==> config.mk <==
export PLATFORM = sky130hd
export DESIGN_NAME = dma4_regfile
export DESIGN_NICKNAME = d
export VERILOG_FILES = /design/src/rtl/dma4_regfile.sv
export SDC_FILE = /design/constraint.sdc
export NUM_CORES = 1
export LEC_CHECK = 0
export ABC_CLOCK_PERIOD_IN_PS = 2700
export BUFFER_PORTS_ARGS = -buffer_cell sky130_fd_sc_hd__buf_4
export CAP_MARGIN = 0
export CORE_MARGIN = 8
export CORE_UTILIZATION = 55
export DETAILED_ROUTE_END_ITERATION = 8
export PLACE_DENSITY = 0.77
export SLEW_MARGIN = 10
export SYNTH_ARGS = -nofsm -noshare
export SYNTH_HDL_FRONTEND = slang
export SYNTH_SLANG_ARGS = --single-unit
==> constraint.sdc <==
create_clock -name clk -period 2.7 [get_ports clk]
set_input_delay 0.135 -clock clk [delete_from_list [all_inputs] [get_ports clk]]
set_output_delay 0.135 -clock clk [all_outputs]
set_load 0.005 [all_outputs]
==> src/rtl/dma4_regfile.sv <==
module dma4_regfile (
  input  logic        clk,
  input  logic        rst_n,
  input  logic [3:0]  io_addr,
  input  logic        io_wr,
  input  logic        io_rd,
  input  logic [7:0]  io_wdata,
  output logic [7:0]  io_rdata,
  input  logic [3:0]  xfer_tick,
  output logic [3:0]  mask_o,
  output logic [23:0] mode_o
);
  localparam int NCH = 4;
  localparam logic [3:0] P_STAT = 4'd8, P_MODE = 4'd9, P_MASK = 4'd10,
                         P_CLRP = 4'd11, P_MRST = 4'd12;

  logic [15:0] cur_a [NCH];
  logic [15:0] cur_c [NCH];
  logic [15:0] base_a [NCH];
  logic [15:0] base_c [NCH];
  logic [5:0]  mode_r [NCH];
  logic [3:0]  mask_r, tc_r, tick_ok, tc_now;
  logic        hi_ff;

  wire       sel_ch = (io_addr[3] == 1'b0);
  wire [1:0] ach    = io_addr[2:1];
  wire       is_cnt = io_addr[0];
  wire       ch_acc = sel_ch & (io_wr | io_rd);

  genvar g;
  generate
    for (g = 0; g < NCH; g++) begin : g_ch
      assign tick_ok[g] = xfer_tick[g] & ~mask_r[g] & (mode_r[g][5:4] != 2'b11);
      assign tc_now[g]  = tick_ok[g] & (cur_c[g] == 16'h0000);
      assign mode_o[6*g +: 6] = mode_r[g];
    end
  endgenerate

  assign mask_o = mask_r;

  logic [15:0] rsel;
  always_comb begin
    rsel = is_cnt ? cur_c[ach] : cur_a[ach];
    io_rdata = 8'h00;
    if (sel_ch)                io_rdata = hi_ff ? rsel[15:8] : rsel[7:0];
    else if (io_addr == P_STAT) io_rdata = {4'h0, tc_r};
  end

  always_ff @(posedge clk) begin
    if (!rst_n) begin
      hi_ff  <= 1'b0;
      mask_r <= 4'hF;
      tc_r   <= 4'h0;
      for (int i = 0; i < NCH; i++) begin
        cur_a[i]  <= '0;
        cur_c[i]  <= '0;
        base_a[i] <= '0;
        base_c[i] <= '0;
        mode_r[i] <= '0;
      end
    end else begin
      if (io_wr && (io_addr == P_CLRP || io_addr == P_MRST)) hi_ff <= 1'b0;
      else if (ch_acc)                                        hi_ff <= ~hi_ff;

      tc_r <= ((io_rd && io_addr == P_STAT) ? 4'h0 : tc_r) | tc_now;

      for (int i = 0; i < NCH; i++) begin
        if (io_wr && sel_ch && ach == 2'(i) && !is_cnt) begin
          if (hi_ff) begin cur_a[i][15:8] <= io_wdata; base_a[i][15:8] <= io_wdata; end
          else       begin cur_a[i][7:0]  <= io_wdata; base_a[i][7:0]  <= io_wdata; end
        end else if (tick_ok[i]) begin
          cur_a[i] <= (tc_now[i] && mode_r[i][2]) ? base_a[i] : cur_a[i] + 16'd1;
        end

        if (io_wr && sel_ch && ach == 2'(i) && is_cnt) begin
          if (hi_ff) begin cur_c[i][15:8] <= io_wdata; base_c[i][15:8] <= io_wdata; end
          else       begin cur_c[i][7:0]  <= io_wdata; base_c[i][7:0]  <= io_wdata; end
        end else if (tick_ok[i]) begin
          cur_c[i] <= (tc_now[i] && mode_r[i][2]) ? base_c[i] : cur_c[i] - 16'd1;
        end

        if (tc_now[i] && !mode_r[i][2]) mask_r[i] <= 1'b1;
      end

      if (io_wr && io_addr == P_MODE) mode_r[io_wdata[1:0]] <= io_wdata[7:2];
      if (io_wr && io_addr == P_MASK) mask_r[io_wdata[1:0]] <= io_wdata[2];
      if (io_wr && io_addr == P_MRST) mask_r <= 4'hF;
    end
  end
endmodule

## Yosys cells after proc, flatten, opt, wreduce, memory -nomap -nowiden

Memories as Yosys holds them, arrays and structs flattened.
Cells that the tools add are included.
W data, S select, Z words.

- Bitwise operators: 70
- Multipliers: 0
- Mux-type cells: 158
- Reduce and logical (&&, ||, !) cells: 41
- Divide/modulo/power cells: 0
- Shift-type cells: 0
- Add/subtract/negate cells: 8
- $lt $le $gt $ge: 2
- Equality and inequality tests: 12

Operators by type and width:

| operator | number |
|---|---|
| $mux W8 | 50 |
| $mux W16 | 9 |
| $mux W1 | 92 |
| $add A16 B1 Y16 const B | 4 |
| $logic_not A16 Y1 | 4 |
| $sub A16 B1 Y16 const B | 4 |
| $or A1 B1 Y1 | 49 |
| $logic_and A1 B1 Y1 | 27 |
| $eq A4 B4 Y1 const B | 5 |
| $and A1 B1 Y1 | 13 |
| $mux W4 | 3 |
| $ne A2 B2 Y1 const B | 4 |
| $not A1 Y1 | 7 |
| $mux W6 | 1 |
| $reduce_or A6 Y1 | 1 |
| $logic_not A1 Y1 | 5 |
| $bwmux W4 | 1 |
| $eq A2 B2 Y1 const B | 2 |
| $or A4 B4 Y4 | 1 |
| $reduce_or A2 Y1 | 2 |
| $lt A2 B3 Y1 const B | 1 |
| $demux W1 S2 | 1 |
| $eq A2 B1 Y1 const B | 1 |
| $ge A2 B1 Y1 const B | 1 |
| 3 further kinds | 3 |

- Input bits: 20
- Memories: 5
- Bits in read-only memories: 0
- Word-level logic and storage cells: 299
- Output and inout bits: 36
- RAM bits: 280
- Register bits: 9
- Bits in latches: 0

Memory list:

| memory | words | width | read ports | clocked after Yosys merged registers in | wr ports | RTL line | source |
|---|---|---|---|---|---|---|---|
| base_a | 4 | 16 | 4 | 0 | 4 | 19 | `logic [15:0] base_a [NCH];` |
| base_c | 4 | 16 | 4 | 0 | 4 | 20 | `logic [15:0] base_c [NCH];` |
| cur_a | 4 | 16 | 5 | 0 | 4 | 17 | `logic [15:0] cur_a [NCH];` |
| cur_c | 4 | 16 | 5 | 0 | 4 | 18 | `logic [15:0] cur_c [NCH];` |
| mode_r | 4 | 6 | 4 | 0 | 4 | 21 | `logic [5:0] mode_r [NCH];` |

## Logic depth before layout (Yosys ltp)

Gate-level depths: netlist of the first run.

- Word-level depth: 9
- Mapped depth: 10
- Gate-level depth less buffers: 7

## Least setup slack after synthesis of the first run

Ideal clock, no wire load.

- Path kind: input-to-reg
- Start point: in io_addr[1]
- End point: mem cur_c[3][0] (enable)
- Setup slack: 0.124 ns
- Path buffers: 3
- Required time: 2.365 ns
- Arrival time: 2.242 ns
- Library setup time: 0.335 ns
- Stages: 6
- Cell sequence: buf_1 > buf_2 > nand3_1 > clkbuf_1 > o21ai_0 > nand2b_1

RTL lines:

| what | RTL line | source |
|---|---|---|
| start: declaration | 4 | `input logic [3:0] io_addr,` |
| end: declaration | 18 |  |

==> run summary, run 1 <==
A synthesized cell averages 11.5 um2. Counting instances in the post-synthesis netlist gives the leading cell types as sky130_fd_sc_hd__edfxtp_1, sky130_fd_sc_hd__nor2_1, sky130_fd_sc_hd__nand2_1, sky130_fd_sc_hd__nor3_1, sky130_fd_sc_hd__xnor2_1. The worst slew slack as a fraction of its limit came out at 0.405. Relative to the synthesized area, the layout overhead comes to 13.6%. The maximum number of pins on one net before global-route repair came out at ~50. In this run the worst setup path terminates at io_rdata[6].

The classification of the worst-slack hold path is primary input to register. The critical path crosses 4 cells after its start point. The number of register bits inferred by synthesis came out at between 200 and 300. The worst path required time came out at between 2 and 3 ns. The placed wire-length estimate after detailed placement came out at around 34 mm. The largest area contributor in the synthesized netlist is sky130_fd_sc_hd__edfxtp_1. The initial antenna violation count came out at 4. The count of buffer and inverter cells on the critical path is 1. After routing the design area is between 0.015 and 0.02 mm2. The first routing iteration left roughly 1.5k violations.

The data arrival at the endpoint of the critical path came out at roughly 2.5 ns. The cell chosen for the clock root is sky130_fd_sc_hd__clkbuf_16. The worst register-to-register path begins at cur_c[3][4]$_DFFE_PP_. In this run the number of H-tree levels came out at 1. The count of endpoints failing hold in the final timing report is 0.

The number of iterations in the first detailed-routing pass came out at 7. The die covers 0.0342 mm2. The maximum vdd drop came out at around 460 uV.

In this run the critical register-to-register path is captured at cur_c[3][2]$_DFFE_PP_. The maximum number of buffers from clock root to sink is 3. TritonCTS created 31 clock buffers. The boundary pin count is 56. The ratio of final minimum period to clock period is 0.977. For the worst-skew pair, the clock arrives at the later sink with an insertion delay of around 0.57 ns. The die outline height is about 190 um. Sorting the synthesized cells by area gives the leading types as sky130_fd_sc_hd__edfxtp_1, sky130_fd_sc_hd__mux4_2, sky130_fd_sc_hd__nor2_1. The residual antenna-violating net count after detailed routing is 0. In this run the power density over the cells is approximately 580 mW/mm2. The most frequent cell after synthesis is sky130_fd_sc_hd__edfxtp_1. The run finished with clean final reports. Traced cell by cell, the critical path runs through mux4_2 -> mux4_2 -> nor2b_1 -> buf_4. The area taken by multi-input logic gates came out at roughly 0.0067 mm2.

The final wirelength came out at between 40 and 50 mm. Synthesis instantiated 65 different standard cells from the library. The share of post-route cells with drive strength above 1 is 0.156. Counting stages on the worst path, the most repeated cell is sky130_fd_sc_hd__mux4_2.

Among all flip-flop cells after synthesis, the most frequent one is sky130_fd_sc_hd__edfxtp_1. The number of nets in the finished design is 1480. The number of cell instances on the worst register-to-register path came out at 5. The core area came out at 0.0284 mm2. Setup repair after global routing left no endpoint under its margin.

The clock slew at the register clock pins of the worst setup and hold paths is 0.06 ns. The largest individual stage delay along the critical path comes from the cell sky130_fd_sc_hd__mux4_2. The most critical setup path has its startpoint at cur_c[0][14]$_SDFFCE_PN0P_. Subtracting the final worst setup slack from the clock period gives 2.64 ns.

The type of the worst setup path is register to output port. After global routing the overflow that remains totals 0. The Yosys step of the flow raised 0 warnings. The final routed DRC violation total is 0. The global-route wire length before repair is 71.3 mm. In this run the tool buffered the top-level ports with 55 buffer cells. The row count came out at a little over 60. The max-slew violation total from the final report was 0.

The number of flops mapped to enable cells by yosys is 280. The via count of the first global-routing pass is approximately 12k. The worst setup path is launched from a register. The share of Yosys cell area claimed by the top area cell type came out at 0.535. The cell family contributing the most delay on the critical path is multiplexers.

In this run the cell area measured after placement is 0.0169 mm2. The static leakage came out at between 0.006 and 0.007 uW. Setup violations remaining at the end of the flow were counted as 0. The width of the die is 185 um. Synthesis produced a netlist with a net count of ~1.4k. The setup clock skew after layout came out at 0.0158 ns. The register-to-register setup slack came out at ~0.16 ns. Dividing the detail-routed wire length by the instance count gives around 26 um. The number of violations of the max-capacitance limit is 0.

The total power draw is about 10000 uW. For this run, the slowest stage of the critical path takes between 0.5 and 0.6 ns. The starting density of the core is 0.553.

Once the clock tree was built, the resizer swapped 0 gates to a different size. The cell area after synthesis came out at roughly 0.016 mm2. The final antenna diode count is 0. The worst setup path is captured at an output port. The global-route usage over all layers came out at 0.275.

The number of clock sinks seen by CTS came out at roughly 290. TritonCTS built the clock tree. The count of buffers added by post-CTS timing repair for setup is 0.

The final route contains roughly 12k vias. The fill cell total of the finished layout came out at between 2k and 2.5k. The average vias per placed instance came out at roughly 6.7. Routability-driven placement finished with a final weighted congestion of approximately 1.0. The sequential-to-total area share from yosys stat came out at 0.547. For this run, asynchronously set or reset flops after synthesis account for 0. The largest fanout of any net on the critical path came out at 5. The number of instances in the synthesized netlist is 1368.

The fmax came out at about 0.38 GHz. The area occupied by registers came out at about 0.0086 mm2. The transition time at the pin with the least slew margin is roughly 0.89 ns. The setup TNS came out at 0 ns.
-- kinds of logic after synthesis --
logic type	share of synthesized area
AND/OR/NAND/NOR	0.182
flip-flops	0.547
AO/OA/AOI/OAI	0.105
buffers and inverters	0.0295
XOR/XNOR	0.0563
multiplexers	0.0741
adder cells (fa/ha/maj)	0.00637
-- layer usage --
metal	GRT usage	wire length, um	vias to the layer above	share of wire
met5	0	27	-	0.00057
met4	0.113	1900	4	0.040
met3	0.0561	6150	105	0.13
met2	0.429	21400	808	0.45
met1	0.373	18200	6055	0.38
li1	-	-	5396	-
-- state kept, by name, summed over array words and instances (netlist names) --
name    count
hi_ff       1
tc_r        4
mask_o      4
cur_c      64
mode_r     24
cur_a      64
base_c     64
base_a     64
-- cell usage in the layout (no fill, tap or decap), types with 10 or more instances in the layout --
cell type / n
sky130_fd_sc_hd__and2_1: 40
sky130_fd_sc_hd__o31ai_1: 24
sky130_fd_sc_hd__nor4_1: 19
sky130_fd_sc_hd__a311o_1: 30
sky130_fd_sc_hd__a31oi_1: 21
sky130_fd_sc_hd__o21ai_0: 47
sky130_fd_sc_hd__o32ai_1: 19
sky130_fd_sc_hd__edfxtp_1: 280
sky130_fd_sc_hd__buf_4: 130
sky130_fd_sc_hd__o211ai_1: 15
sky130_fd_sc_hd__mux4_2: 35
sky130_fd_sc_hd__xor2_1: 40
sky130_fd_sc_hd__nand4_1: 24
sky130_fd_sc_hd__clkbuf_16: 31
sky130_fd_sc_hd__nor2_1: 164
sky130_fd_sc_hd__xnor2_1: 61
sky130_fd_sc_hd__inv_1: 22
sky130_fd_sc_hd__mux2i_1: 35
sky130_fd_sc_hd__nor3_1: 61
sky130_fd_sc_hd__nand3_1: 48
sky130_fd_sc_hd__nand2_1: 87
sky130_fd_sc_hd__and3_1: 38
sky130_fd_sc_hd__nand2b_1: 18
sky130_fd_sc_hd__o21bai_1: 30
sky130_fd_sc_hd__nor2b_1: 11
sky130_fd_sc_hd__a21oi_1: 10
-- stage by stage --
stage          hold slack (ns)  cells  setup slack, ns  utilization
2_1_floorplan            0.279   1368            0.124            -
3_3_place_gp             0.455   1802            0.216        0.594
3_5_place_dp             0.463   1802            0.194        0.594
4_1_cts                 0.0215   1856           0.0797        0.629
5_1_grt                 0.0320   1856           0.0411        0.629
6_report                0.0346   1856           0.0614        0.629
-- where the power goes --
part	switching (uW)	total [uW]	internal [uW]	leakage, uW
clock	1770	4240	2470	0.000484
combinational	501	818	317	0.00303
sequential	175	5270	5100	0.00295
-- worst min path at each step --
stage                  startpoint                   end  cells after the start
2_1_floorplan         io_wdata[2]  mask_o[1]$_SDFF_PP1_                      2
3_3_place_gp   tc_r[1]$_SDFF_PN0_    tc_r[1]$_SDFF_PN0_                      2
3_5_place_dp   tc_r[1]$_SDFF_PN0_    tc_r[1]$_SDFF_PN0_                      2
4_1_cts               io_wdata[2]  mask_o[1]$_SDFF_PP1_                      3
5_1_grt               io_wdata[2]  mask_o[1]$_SDFF_PP1_                      3
6_report             xfer_tick[1]    tc_r[1]$_SDFF_PN0_                      5
-- worst min-delay path, cell delays in order --
cell	delay [ns]
sky130_fd_sc_hd__buf_4	0.11
sky130_fd_sc_hd__inv_1	0.06
sky130_fd_sc_hd__a2111oi_0	0.08
sky130_fd_sc_hd__nand3_1	0.11
sky130_fd_sc_hd__a21oi_1	0.06
-- final cells by class --
type	count	area share
clock buffer	37	0.0447
timing repair buffer	134	0.0586
sequential	289	0.481
inverter	23	0.00484
tap	384	0.0269
multi-input combinational	973	0.373
clock inverter	16	0.0103
-- timing repair --
| action | 4_1_cts | 5_1_grt |
|---|---|---|
| setup endpoints to repair | 0 | 0 |
| endpoints found under the hold margin | 5 | 0 |
| hold buffers | 1 | 0 |
Power figures use the tool's default switching activity.
==> run 2, diff against run 1 <==
--- a/config.mk
+++ b/config.mk
@@ -5,13 +5,13 @@
 export SDC_FILE = /design/constraint.sdc
 export NUM_CORES = 1
 export LEC_CHECK = 0
-export ABC_CLOCK_PERIOD_IN_PS = 2700
+export ABC_CLOCK_PERIOD_IN_PS = 3100
 export BUFFER_PORTS_ARGS = -buffer_cell sky130_fd_sc_hd__buf_4
 export CAP_MARGIN = 0
 export CORE_MARGIN = 8
 export CORE_UTILIZATION = 55
 export DETAILED_ROUTE_END_ITERATION = 8
-export PLACE_DENSITY = 0.77
+export PLACE_DENSITY = 0.74
 export SLEW_MARGIN = 10
 export SYNTH_ARGS = -nofsm -noshare
 export SYNTH_HDL_FRONTEND = slang
==> constraint.sdc (replaced) <==
create_clock -name clk -period 3.1 [get_ports clk]
set_input_delay 0.155 -clock clk [delete_from_list [all_inputs] [get_ports clk]]
set_output_delay 0.155 -clock clk [all_outputs]
set_load 0.005 [all_outputs]
==> run summary, run 2 (synthesis results as in run 1) <==
The clock slew at the register clock pins of the worst setup and hold paths came out at 0.06 ns (about the same). The starting DRC count in detailed routing came out at 1705 (+12%). The number of violations of the max-capacitance limit was 0 (unchanged).

By startpoint and endpoint, the worst setup path is classified as register to register. The share of post-route cells with drive strength above 1 came out at 0.142 (-0.0139). The number of cell instances on the worst register-to-register path came out at 8 (+3). The maximum level of the CTS H-tree is 1 (unchanged). The starting density of the core came out at 0.553 (unchanged). The total number of vias came out at 12.3k (-0.95%).

In this run the worst hold path is classified as primary input to register. Setup repair after global routing left no endpoint under its margin. The area taken by multi-input logic gates was 0.00667 mm2 (unchanged).

The total power draw came to 8620 uW (-17%). The largest fanout of any net on the critical path is 38 (+33). The maximum number of pins on one net before global-route repair was 40 (-18%). The delay of the slowest critical-path stage is 0.66 ns (+0.10 ns). The CTS tree is done. The final wirelength came out at 47.2 mm (-0.84%). The fmax came out at 0.359 GHz. The boundary pin count is 56 (unchanged). The number of iterations in the first detailed-routing pass came out at 5 (-2).

The data arrival at the endpoint of the critical path came out at 3.09 ns (+0.59 ns). The worst setup path is launched from a register. The total clock buffers created by CTS is 30 (-3.2%). The core area came out at 0.0284 mm2 (unchanged). STA classifies the critical path endpoint as a register. The fill cell total of the finished layout is 2288 (+3.5%). The area occupied by registers came out at 0.00859 mm2 (unchanged). The area added between synthesis and finish is 12.1%. The count of buffer and inverter cells on the critical path came out at 2 (+1).

The placed instance count came out at 1789 (-0.72%). The maximum number of buffers from clock root to sink was 3 (unchanged). The cell chosen for the clock root is sky130_fd_sc_hd__clkbuf_16. The final count of negative-setup-slack endpoints came out at 0 (unchanged).

The global-route wire length before repair came out at 71.5 mm (+0.24%). The number of clock sinks seen by CTS is 289 (unchanged). The worst path in the final design needs a cycle of ~2.8 ns, including I/O delays and setup.

The average vias per placed instance came out at 6.66 (about the same). The max-slew violation total from the final report is 0 (unchanged). The placed wire-length estimate after detailed placement came out at 33.9 mm (-1.2%). The area of all placed cells without fillers came out at 0.0176 mm2 (-1.3%).

The transition time at the pin with the least slew margin came out at 0.865 ns (-0.0236 ns). The library cells used most frequently in the layout, excluding fill and tap cells, are sky130_fd_sc_hd__edfxtp_1, sky130_fd_sc_hd__nor2_1, sky130_fd_sc_hd__buf_4, sky130_fd_sc_hd__nand2_1. The initial antenna violation count came out at 1 (-3). The family with the most delay on the worst path is simple AND/OR/NAND/NOR gates. The worst hold slack came out at 0.0562 ns (+0.0216 ns). The areal power density over the cells is 489 mW/mm2 (-15%). The number of nets in the finished design came out at 1466 (-0.95%).

Leaving out fill and tap cells, the most frequent cell in the layout is sky130_fd_sc_hd__edfxtp_1. The worst slew slack as a fraction of its limit is 0.422 (+0.0171). The flow ran to the end, and the final reports show no timing, DRC or antenna violations. The register-to-register setup slack is 0.32 ns (+0.16 ns). The via count of the first global-routing pass came out at 11.7k (-1.2%). The static leakage is 0.00632 uW (-2.1%). For this design, the slowest cell found on the critical path is sky130_fd_sc_hd__or4b_2.

The die area came to 0.0342 mm2 (unchanged). The die outline height came out at 185 um (unchanged). The setup TNS was 0 ns (unchanged). The residual antenna-violating net count after detailed routing came out at 0 (unchanged).

The worst hold path depth came out at 3 (-2). The logic depth of the worst setup path including buffers was 8 (+4). The ratio of final minimum period to clock period came out at 0.898. The final routed DRC violation total is 0 (unchanged).

The placement-stage cell area came to 0.0167 mm2 (-0.73%). Traced cell by cell, the critical path runs through inv_1 -> ha_1 -> or4b_2 -> nor2_1 -> and4_1 -> buf_12 -> nor3_1 -> a311o_1. The maximum vdd drop came to 385 uV (-17%). The width of the die is 185 um (unchanged). The wire length per cell after detailed routing came out at 25.7 um (about the same). The quantity of I/O buffers inserted on ports came to 55 (unchanged).

The count of endpoints failing hold in the final timing report is 0 (unchanged). The final instance count without filler cells is 1840 (-0.86%). The clock network latency to the later pin of the worst-skew pair came to 0.56 ns (about the same).

The row count is 62 (unchanged). The worst path required time is 3.40 ns (+0.83 ns). The final estimated routing congestion in global placement came out at 1.01 (+0.32%). The setup clock skew after layout came out at 0.00977 ns (-0.00599 ns). The global-route usage over all layers came out at 0.276 (+0.000971).

The total grt overflow came out at 0 (unchanged).
-- run 2: changes by cell type in the layout (fill, tap and decap cells not counted) --
cell	previous run	this run
sky130_fd_sc_hd__buf_12	3	1
sky130_fd_sc_hd__buf_4	130	119
sky130_fd_sc_hd__bufinv_16	4	0
sky130_fd_sc_hd__clkbuf_1	6	11
sky130_fd_sc_hd__clkbuf_8	0	3
sky130_fd_sc_hd__clkinv_2	8	1
sky130_fd_sc_hd__clkinv_4	1	0
sky130_fd_sc_hd__clkinvlp_4	1	0
sky130_fd_sc_hd__diode_2	0	2
-- run 2: power by group --
group	leakage [uW]	internal (uW)	switching, uW
clock network	0.000424	1880	1460
registers	0.00295	4440	159
logic	0.00295	264	423
-- run 2: repair_timing --
| item | CTS | global route |
|---|---|---|
| endpoints found under the hold margin | 1 | 0 |
| hold buffers | 1 | 0 |
| resized for setup | 0 | 0 |
| setup buffers | 0 | 0 |
-- run 2: final timing paths --
check / from / endpoint
worst max-delay path: cur_c[1][0]$_SDFFCE_PN0P_ / cur_a[1][11]$_SDFFCE_PN0P_
worst min-delay path: io_wdata[2] / mask_o[1]$_SDFF_PP1_
worst max register to register: cur_c[1][0]$_SDFFCE_PN0P_ / cur_a[1][11]$_SDFFCE_PN0P_
worst min register to register: tc_r[1]$_SDFF_PN0_ / tc_r[1]$_SDFF_PN0_
-- run 2: final cells by class --
type / instances / area share
clock buffer: 45 / 0.0487
clock inverter: 3 / 0.000710
inverter: 23 / 0.00490
antenna: 2 / 0.000284
timing repair buffer: 121 / 0.0524
sequential: 289 / 0.487
tap: 384 / 0.0273
multi-input combinational: 973 / 0.378
-- run 2: metrics by stage --
stage / utilization / worst slack (ns)
final: 0.621 / 0.316
after detailed placement: 0.589 / 0.355
after CTS: 0.620 / 0.360
after global routing: 0.620 / 0.199
after global placement: 0.589 / 0.433
after floorplan: - / 0.504
-- run 2: layer usage --
| metal | vias to the layer above | global-route usage | wire length [um] |
|---|---|---|---|
| met5 | - | 0 | 13 |
| met4 | 2 | 0.111 | 1870 |
| met3 | 125 | 0.0645 | 6400 |
| met2 | 808 | 0.427 | 21300 |
| met1 | 5941 | 0.373 | 17600 |
| li1 | 5374 | - | - |
-- run 2: worst min-delay path: stages --
cell and delay (ns):
sky130_fd_sc_hd__buf_4 0.23, sky130_fd_sc_hd__mux2i_1 0.11, sky130_fd_sc_hd__nand3_1 0.07
==> run 3, diff against run 2 <==
==> constraint.sdc (replaced) <==
create_clock -name clk -period 3.1 [get_ports clk]
set_input_delay 0.465 -clock clk [delete_from_list [all_inputs] [get_ports clk]]
set_output_delay 0.465 -clock clk [all_outputs]
set_load 0.005 [all_outputs]
==> run summary, run 3 (synthesis results as in run 1) <==
The flow ran to the end, and the final reports show no timing, DRC or antenna violations. The quantity of I/O buffers inserted on ports came out at 55 (unchanged). The worst register-to-register path ends at cur_a[0][12]$_SDFFCE_PN0P_. The type of the worst setup path is register to output port. The row count came out at 62 (unchanged). The number of hold buffers added after cts is 0 (-1). The number of violations of the max-capacitance limit is 0 (unchanged). The top cell types in the final layout, fill and taps aside, are sky130_fd_sc_hd__edfxtp_1, sky130_fd_sc_hd__nor2_1, sky130_fd_sc_hd__buf_4, sky130_fd_sc_hd__nand2_1. The maximum number of pins on one net before global-route repair came to 41 (+2.5%). The register-to-register setup slack is 0.38 ns (+0.06 ns). The global-route wire length before repair came out at 72.8 mm (+1.9%).

The setup clock skew after layout is 0.0171 ns (+0.00737 ns). The worst slew slack as a fraction of its limit is 0.388 (-0.0344). The maximum vdd drop was 402 uV (+4.4%).

The die area came out at 0.0342 mm2 (unchanged). The post-route core utilization is 0.628 (+0.00718). The final wirelength came out at 48.5 mm (+2.7%). The number of nets in the finished design is 1472 (+0.41%). The area added between synthesis and finish came out at 13.4%. The die outline height is 185 um (unchanged).

The final count of negative-setup-slack endpoints is 0 (unchanged). The cell that appears most often on the critical path is sky130_fd_sc_hd__mux4_2. The data arrival at the endpoint of the critical path is 2.45 ns (-0.64 ns). The wire length per cell after detailed routing is 26.2 um (+2.0%). The setup TNS came out at 0 ns (unchanged). In this run the worst setup path begins at cur_a[2][4]$_SDFFCE_PN0P_. The switching fraction of total power is 0.239 (+0.00193). The fmax is 0.343 GHz (-4.6%). The transition time at the pin with the least slew margin is 0.910 ns (+0.0450 ns). The maximum level of the CTS H-tree came to 1 (unchanged). The number of clock sinks seen by CTS is 289 (unchanged). Setup repair after global routing left no endpoint under its margin. TritonCTS built the clock tree.

The delay of the slowest critical-path stage is 0.55 ns (-0.11 ns). The clock slew at the register clock pins of the worst setup and hold paths came to 0.06 ns (about the same). The share of power burned in registers is 0.504 (-0.029). The cell internal power dissipation is 6950 uW (+5.7%). Traced cell by cell, the critical path runs through mux4_2 -> mux4_2 -> nor2b_1 -> buf_4. The share of total power in the clock network was 0.421 (+0.034). The max-slew violation total from the final report was 0 (unchanged).

The count of endpoints failing hold in the final timing report is 0 (unchanged). The power share of the combinational group came out at 0.075 (-0.005). The cell chosen for the clock root is sky130_fd_sc_hd__clkbuf_16. The maximum number of buffers from clock root to sink is 3 (unchanged). The static leakage came out at 0.00642 uW (+1.5%). The number of iterations in the first detailed-routing pass is 5 (unchanged).

The classification of the worst-slack hold path is primary input to register. The boundary pin count is 56 (unchanged). The areal power density over the cells is 512 mW/mm2 (+4.7%). The total grt overflow came out at 0 (unchanged). The share of post-route cells with drive strength above 1 is 0.153 (+0.0109). The average vias per placed instance is 6.67 (+0.25%). The width of the die is 185 um (unchanged). The via count of the first global-routing pass came out at 11.8k (+1.1%). The total clock buffers created by CTS came out at 31 (+3.3%).

The starting DRC count in detailed routing came out at 1552 (-9.0%). The clock network latency to the later pin of the worst-skew pair is 0.56 ns (about the same). The final routed DRC violation total came out at 0 (unchanged). The worst hold slack is 0.281 ns (+0.225 ns). The initial antenna violation count is 2 (+1).

Following the worst setup path forward leads to its endpoint at io_rdata[4]. The ratio of final minimum period to clock period came out at 0.942 (+0.0433). The total number of vias came out at 12.4k (+0.96%). The final estimated routing congestion in global placement is 0.947 (-6.0%). On the critical path, the stage with the largest delay is an instance of sky130_fd_sc_hd__edfxtp_1. The number of instances resized during post-cts repair is 0 (unchanged). The largest fanout of any net on the critical path is 7 (-82%). The global-route usage over all layers came to 0.282 (+0.00601). The starting density of the core is 0.553 (unchanged). The critical path capture point type is an output port. The count of buffers added by post-CTS timing repair for setup is 0 (unchanged).

The core area is 0.0284 mm2 (unchanged). The category of the worst setup path launch point is a register. The number of cell instances on the worst register-to-register path is 10 (+2). The clock period minus worst slack was 2.92 ns (+0.134 ns). The placed wire-length estimate after detailed placement came out at 34.8 mm (+2.6%). Leaving out fill and tap cells, the most frequent cell in the layout is sky130_fd_sc_hd__edfxtp_1. The worst hold path depth is 4 (+1). The worst path required time is 2.63 ns (-0.77 ns).

The net switching power is 2180 uW (+6.8%). The residual antenna-violating net count after detailed routing is 0 (unchanged). The launching point of the worst reg2reg path is cur_c[0][0]$_SDFFCE_PN0P_.
[run 3: cell type report]
| type | instances | area [um2] |
|---|---|---|
| Fill cell | 2292 | 10600 |
| Sequential cell | 289 | 8590 |
| Multi-Input combinational cell | 973 | 6670 |
| Timing Repair Buffer | 126 | 958 |
| Clock buffer | 35 | 791 |
| Tap cell | 384 | 480 |
| Clock inverter | 22 | 251 |
| Inverter | 23 | 86.3 |
| Antenna cell | 1 | 2.50 |
[run 3: power groups by stage]
stage	logic [uW]	clock network, uW	registers, uW
2_1_floorplan	403	0	4600
3_3_place_gp	662	0	4670
3_5_place_dp	671	0	4680
4_1_cts	675	3840	4600
5_1_grt	723	4000	4620
6_report	685	3840	4610
[run 3: stage by stage]
stage / instance area (um2) / power, uW / instances / worst slack, ns
2_1_floorplan: 15700 / 5000 / 1368 / 0.194
3_3_place_gp: 16800 / 5330 / 1795 / 0.316
3_5_place_dp: 16800 / 5350 / 1795 / 0.336
4_1_cts: 17800 / 9120 / 1852 / 0.195
5_1_grt: 17800 / 9340 / 1852 / 0.137
6_report: 17800 / 9130 / 1853 / 0.181
[run 3: per-layer routing]
layer / part of all wire / global-route usage / wire, um / vias to the layer above
li1: - / - / - / 5391
met1: 0.39 / 0.386 / 19000 / 6148
met2: 0.45 / 0.436 / 22000 / 694
met3: 0.11 / 0.0567 / 5190 / 132
met4: 0.047 / 0.116 / 2270 / 2
met5: 0.00019 / 0 / 9 / -
[run 3: how the worst min path moves through the flow]
stage                                   from            endpoint  slack [ns]
after global routing                   io_rd  tc_r[0]$_SDFF_PN0_        0.30
after global placement    tc_r[1]$_SDFF_PN0_  tc_r[1]$_SDFF_PN0_        0.46
after detailed placement  tc_r[1]$_SDFF_PN0_  tc_r[1]$_SDFF_PN0_        0.47
after CTS                              io_rd  tc_r[1]$_SDFF_PN0_        0.27
final                                  io_rd  tc_r[1]$_SDFF_PN0_        0.28
after floorplan           tc_r[0]$_SDFF_PN0_  tc_r[0]$_SDFF_PN0_        0.44
[run 3: critical path: cells and delay by family (launching register included)]
family                 cells  cell delay, ns
buffers and inverters      1            0.16
multiplexers               2            1.00
flip-flops                 1            0.55
AND/OR/NAND/NOR            1            0.18
